==> config.mk <==
export PLATFORM = sky130hd
export DESIGN_NAME = byte_buffer_rx
export DESIGN_NICKNAME = d
export VERILOG_FILES = /design/src/rtl/byte_buffer_rx.sv
export SDC_FILE = /design/constraint.sdc
export NUM_CORES = 1
export LEC_CHECK = 0
export CORE_AREA = 5 5 92 94
export DETAILED_ROUTE_END_ITERATION = 8
export DIE_AREA = 0 0 97 99
export SLEW_MARGIN = 10
export SYNTH_ARGS = -nofsm -noshare
export SYNTH_HDL_FRONTEND = slang
export SYNTH_SLANG_ARGS = --single-unit
==> constraint.sdc <==
create_clock -name clk -period 3.25 [get_ports clk]
set_clock_uncertainty 0.1 [all_clocks]
set_input_delay 0.65 -clock clk [delete_from_list [all_inputs] [get_ports clk]]
set_output_delay 0.65 -clock clk [all_outputs]
set_load 0.005 [all_outputs]
==> src/rtl/byte_buffer_rx.sv <==
module byte_buffer_rx #(
  parameter int DBITS    = 8,
  parameter int HALF_CYC = 20833
) (
  input  logic clk,
  input  logic rst_n,
  input  logic bit_tick,
  input  logic rx_bit,
  input  logic carrier_ok,
  input  logic host_clk,
  output logic host_data,
  output logic rdy_n,
  output logic overrun
);
  localparam int CW = $clog2(DBITS + 1);
  localparam int IW = $clog2(DBITS);
  localparam int HW = $clog2(HALF_CYC + 1);

  logic [2:0]       hs;
  logic             busy;
  logic [CW-1:0]    pos;
  logic [DBITS-1:0] asm_q, byte_q;
  logic [CW-1:0]    cnt;
  logic [HW-1:0]    hc;
  logic [IW-1:0]    sel;

  wire              rd_rise = hs[1] & ~hs[2];
  wire [DBITS-1:0]  asm_nx  = {rx_bit, asm_q[DBITS-1:1]};
  wire              load_w  = bit_tick & carrier_ok & busy & (pos == CW'(DBITS - 1));
  wire              drained = (cnt == CW'(DBITS));

  always_ff @(posedge clk or negedge rst_n)
    if (!rst_n) hs <= '0;
    else        hs <= {hs[1:0], host_clk};

  always_ff @(posedge clk or negedge rst_n)
    if (!rst_n) begin
      busy  <= 1'b0;
      pos   <= '0;
      asm_q <= '0;
    end else if (!carrier_ok) begin
      busy <= 1'b0;
      pos  <= '0;
    end else if (bit_tick) begin
      if (!busy) begin
        if (!rx_bit) begin
          busy <= 1'b1;
          pos  <= '0;
        end
      end else if (pos == CW'(DBITS)) begin
        busy <= 1'b0;
      end else begin
        asm_q <= asm_nx;
        pos   <= pos + 1'b1;
      end
    end

  always_ff @(posedge clk or negedge rst_n)
    if (!rst_n) begin
      byte_q  <= '1;
      cnt     <= CW'(DBITS);
      rdy_n   <= 1'b1;
      hc      <= '0;
      overrun <= 1'b0;
    end else if (load_w) begin
      byte_q <= asm_nx;
      cnt    <= '0;
      rdy_n  <= 1'b0;
      hc     <= HW'(HALF_CYC - 1);
      if (!drained) overrun <= 1'b1;
    end else begin
      if (rd_rise && !drained) cnt <= cnt + 1'b1;
      if (!rdy_n) begin
        if (rd_rise || hc == '0) rdy_n <= 1'b1;
        else                     hc    <= hc - 1'b1;
      end
    end

  assign sel       = drained ? IW'(DBITS - 1) : cnt[IW-1:0];
  assign host_data = byte_q[sel];
endmodule

==> flow_metrics.tcl, run 1 <==
set metrics [dict create \
    grt_max_degree 45 \
    num-fill-cells 781 \
    cts_tree "built" \
    antenna_found_initial 0 \
    dr.first_iter.drc_count 38 \
    holdWs_ns 0.255 \
    drive_gt1_frac 0.139 \
    crit_chain "mux2_2 > o311ai_0 > a21oi_1 > clkdlybuf4s50_1" \
    wire_per_inst_um 12.4 \
    stdcell_count 332 \
    setup_violations 0 \
    period_share 0.856 \
    rsz0062_at_grt "false" \
    busiest_layer "met2" \
    slew_headroom 0.349 \
    place_ws_ns 0.707 \
    cts.path.max_buffers 2 \
    via_count 1592 \
    fin_ws_ns 0.470 \
    critPathSlowestCell "dfrtp_1" \
    dr.pass1.iters 4 \
    start_kind "register" \
    synth_nets 229 \
    use_met3 0.0262 \
    htree_levels 2 \
    synth_xor_area_frac 0.0119 \
    num_antenna_cells 0 \
    synth_cells 218 \
    synth_top_family_by_area "simple AND/OR/NAND/NOR gates" \
    route.detailed.drc 0 \
    cts.clk_slew.worst_paths_ns 0.09 \
    start_util 0.291 \
    final_cell_mix "35 x nand2_1, 34 x dfrtp_1, 12 x a21oi_1" \
    arrival_ns 2.03 \
    reg2reg_depth 4 \
    whs_path_depth 0 \
    cp_slowest_stage_delay_ns 0.52 \
    dieArea_sq_mm 0.00960 \
    io_pins 9 \
    numCtsBuffers 5 \
    reg2reg_slack_ns 1.14 \
    hold_path_class "reg2reg" \
    avgViaCountPerCell 4.80 \
    yosysSeqAreaShare 0.506 \
    postCtsSetupBuffers 0 \
    post_synth_and_or_nand_nor_area_fraction 0.244 \
    drv_slew 0 \
    synthDistinctLibCells 47 \
    synth_fa_ha_area_frac 0.0284 \
    crit_path_max_fanout 8 \
    ys_ff_latch 44 \
    rows 32 \
    synth_mux_area_frac 0.0688 \
    nNetsFinal 240 \
    grt_pass1_wl_um 7380 \
    synth_area_sq_mm 0.00220 \
    fp.coreArea_sq_mm 0.00757 \
    total_power_mw 1.21 \
    gp_congestion 0.774 \
    worst_pin_slew_ns 0.976 \
    avgSynthCellArea_sq_um 10.1 \
    grt_overflow 0 \
    ant_nets 0 \
    fin_tns_setup_ns 0 \
    die_h_um 99 \
    grt_usage 0.0920 \
    async_reset_ff_frac 1.00 \
    crit_required_ns 2.50 \
    status "finished clean" \
    use_met1 0.120 \
    grt_pass1_vias 1532 \
    grtUsageMet2 0.146 \
    hold_viol_final 0 \
    cts.repair.resized 0 \
    path_class "reg2out" \
    postCtsHoldBufs 0 \
    setup.worst_path.end_class "output pin" \
    yosysWarnings 0 \
    dp_cells 324 \
    io_buffers 8 \
    final_common_cell "nand2_1" \
    ir_worst_vdd_uv 346 \
    area_growth_pct 13.1 \
    synth_ff_type "dfrtp_1" \
    fmax_ghz 0.360 \
    fp.dieW_um 97 \
    clock_latency_ns 0.30 \
    synth_compound_area_frac 0.116 \
    cap_violations 0 \
    fin_crit_ns 2.78 \
    routed_wl_um 4100 \
    leakage_nw 1.05 \
    dpl.hpwl_um 2940 \
    synth_edf_count 0 \
    root_buffer "clkbuf_8" \
    powerDensity_mw_per_mm2 484 \
    clock-sinks 44 \
]
-- power breakdown --
part / internal, mW / switching, mW / leakage, nW / total, mW
sequential: 0.598 / 0.0579 / 0.508 / 0.656
combinational: 0.102 / 0.0810 / 0.489 / 0.183
clock: 0.158 / 0.208 / 0.0491 / 0.366
total: 0.858 / 0.347 / 1.05 / 1.21
-- synthesized netlist by cell type (3+ instances only) --
library cell / instances / area, sq um
nand4_1: 6 / 37.5
nor2_1: 11 / 41.3
a21oi_1: 12 / 60.1
clkbuf_1: 5 / 18.8
a21boi_0: 5 / 37.5
nor3_1: 3 / 15.0
mux2_2: 9 / 101
nand2_1: 35 / 131
nor2b_1: 3 / 18.8
o21ai_0: 3 / 15.0
dfrtp_1: 34 / 851
or4_1: 4 / 30.0
nand2b_1: 7 / 43.8
ha_1: 5 / 62.6
dfstp_2: 10 / 263
nor4_1: 3 / 18.8
inv_1: 8 / 30.0
mux2i_1: 5 / 50.1
nand3_1: 10 / 50.1
or3_1: 5 / 31.3
-- routing by layer --
metal	vias up	share of wire
met5	-	0
met4	0	0.0020
met3	2	0.031
met2	22	0.48
met1	765	0.49
li1	803	-
-- kinds of logic (layout without fill, tap and decap cells) --
group,Yosys count,after routing
muxes,14,14
DFF,44,44
xor gates and xnor gates,3,3
adders and majority gates,5,5
buffers and inverters,14,26
and+or+nand+nor,100,100
AOI/OAI and AO/OA,38,38
-- metrics by stage --
stage | instance area (sq um) | utilization
final | 2490 | 0.329
after global routing | 2490 | 0.329
after CTS | 2490 | 0.329
after detailed placement | 2390 | 0.316
after global placement | 2390 | 0.316
after floorplan | 2200 | -
-- layout make-up --
| cell class | count | area (sq um) | area share |
|---|---|---|---|
| clock inverters | 3 | 26.3 | 0.0106 |
| inverters | 8 | 30.0 | 0.0121 |
| repair buffers | 10 | 90.1 | 0.0362 |
| well taps | 102 | 128 | 0.0513 |
| clock buffers | 5 | 68.8 | 0.0277 |
| flip-flops and latches | 44 | 1110 | 0.447 |
| multi-input cells | 160 | 1030 | 0.415 |
-- worst max-delay path, delay by kind of cell, from the launching register on --
kind | cells | cell delay [ns]
AO/OA/AOI/OAI | 2 | 0.38
buffers and inverters | 1 | 0.45
flip-flops | 1 | 0.52
multiplexers | 1 | 0.37
-- registers in the layout (all words and copies together) (netlist names) --
register,cells
byte_q,8
asm_q,7
busy,1
cnt,4
hc,15
rdy_n,1
pos,4
hs,3
overrun,1
-- path summary, 6_finish.rpt --
path	start	to
max in group asynchronous	rst_n	cnt[2]
worst max-delay path	cnt[2]	host_data
min in group asynchronous	rst_n	hc[2]
worst max register to register	hc[9]	hc[10]
worst min-delay path	hs[0]	hs[1]
worst min register to register	hs[0]	hs[1]
No activity file was read; power rests on OpenSTA's default activity.
==> run 2: changes to the inputs <==
Settings changed: TNS_END_PERCENT from default to 100.
==> results of run 2 <==
No change in the layout: final DEF, timing and power equal those of run 1.
==> run 3: changes to the inputs <==
Clock period 3.25 ns to 2.43 ns, I/O delays scaled along.
==> flow_metrics.tcl, run 3 (synthesis gave the netlist of run 1 again) <==
set metrics [dict create \
    status "finished clean" \
    cts_tree "built" \
    dr.max_layer_used "met4" \
    total_power_mw 1.90 \
    wire_per_inst_um 12.5 \
    clock-sinks 44 \
    period_share 0.939 \
    final_common_cell "nand2_1" \
    dr.pass1.iters 4 \
    fp.dieW_um 97 \
    leakage_nw 1.17 \
    hold_path_class "in2async" \
    final_cell_mix "35 x nand2_1, 33 x dfrtp_1, 23 x buf_4" \
    nNetsFinal 262 \
    final_core_util 0.357 \
    rows 32 \
    grt_max_degree 25 \
    gp_congestion 0.857 \
    clock_latency_ns 0.29 \
    numCtsBuffers 5 \
    stdcell_count 354 \
    cap_violations 0 \
    area_growth_pct 22.9 \
    ir_worst_vdd_uv 305 \
    setup.worst_path.end_class "output pin" \
    path_class "reg2out" \
    via_count 1688 \
    met1Wirelength_um 2110 \
    wl_met2_um 2100 \
    fin_crit_ns 2.28 \
    arrival_ns 1.70 \
    start_kind "register" \
    fmax_ghz 0.438 \
    powerDensity_mw_per_mm2 702 \
    avgViaCountPerCell 4.77 \
    crit_required_ns 1.84 \
    postCtsHoldBufs 0 \
    htree_levels 2 \
    root_buffer "clkbuf_8" \
    crit_path_max_fanout 5 \
    grt_pass1_wl_um 7620 \
    cts.path.max_buffers 2 \
    worst_pin_slew_ns 0.630 \
    grt_usage 0.0954 \
    route.met3.wl_um 120 \
    dr.first_iter.drc_count 76 \
    rsz0062_at_grt "false" \
    fin_tns_setup_ns 0 \
    io_pins 9 \
    largest_register "hc" \
    largest_reg_flops 15 \
    drv_slew 0 \
    num_antenna_cells 0 \
    cts.clk_slew.worst_paths_ns 0.08 \
    ant_nets 0 \
    fp.coreArea_sq_mm 0.00757 \
    antenna_found_initial 0 \
    hold_viol_final 0 \
    slew_headroom 0.579 \
    dpl.hpwl_um 3020 \
    route.detailed.drc 0 \
    top_regs "hc x15, byte_q x8, asm_q x7" \
    drive_gt1_frac 0.226 \
    holdWs_ns 0.0742 \
    dp_cells 332 \
    start_util 0.291 \
    dieArea_sq_mm 0.00960 \
    grt_overflow 0 \
    io_buffers 8 \
    setup_violations 0 \
    grt_pass1_vias 1653 \
    routed_wl_um 4420 \
    die_h_um 99 \
]
-- run 3: repair_timing --
action                     CTS  global route
pin swaps                    2             2
setup endpoints to repair    1             1
resized for setup            5             0
setup buffers                9             6
cloned                       0             0
-- run 3: stage by stage --
step                      instance area [sq um]  worst slack [ns]
after floorplan                            2200             0.534
after CTS                                  2670             0.124
after global placement                     2470             0.213
final                                      2700             0.147
after detailed placement                   2470             0.204
after global routing                       2700            0.0311
-- run 3: final timing paths --
path	from	endpoint	slack (ns)	depth (start not counted)
max	cnt[1]	host_data	0.15	6
max reg2reg	cnt[1]	cnt[2]	0.17	13
min reg2reg	hs[0]	hs[1]	0.25	0
min	rst_n	hs[2]	0.07	1
max in group asynchronous	rst_n	rdy_n	1.52	2
min in group clk	hs[0]	hs[1]	0.25	0
-- run 3: per-layer routing --
| layer | vias up | track usage |
|---|---|---|
| li1 | 850 | - |
| met1 | 801 | 0.126 |
| met2 | 30 | 0.154 |
| met3 | 7 | 0.0149 |
| met4 | 0 | 0.0432 |
| met5 | - | 0 |
-- run 3: layout make-up --
type | count | area [sq um]
clock buffer | 7 | 96.3
clock inverter | 1 | 30.0
inverter | 8 | 30.0
timing repair buffer | 32 | 267
fill | 748 | 4860
multi-input combinational | 160 | 1040
tap | 102 | 128
sequential | 44 | 1110
-- run 3: where the power goes --
group / leakage [nW] / internal (mW) / switching [mW]
registers: 0.506 / 0.802 / 0.0568
clock network: 0.0645 / 0.363 / 0.240
logic: 0.594 / 0.252 / 0.184
total: 1.17 / 1.42 / 0.481
-- run 3: worst max-delay path, cell delays in order (launching register included) --
cell	delay [ns]
dfrtp_2	0.45
buf_4	0.15
nor4bb_2	0.16
a31oi_1	0.14
o311ai_1	0.11
a21oi_1	0.16
dlygate4sd2_1	0.24
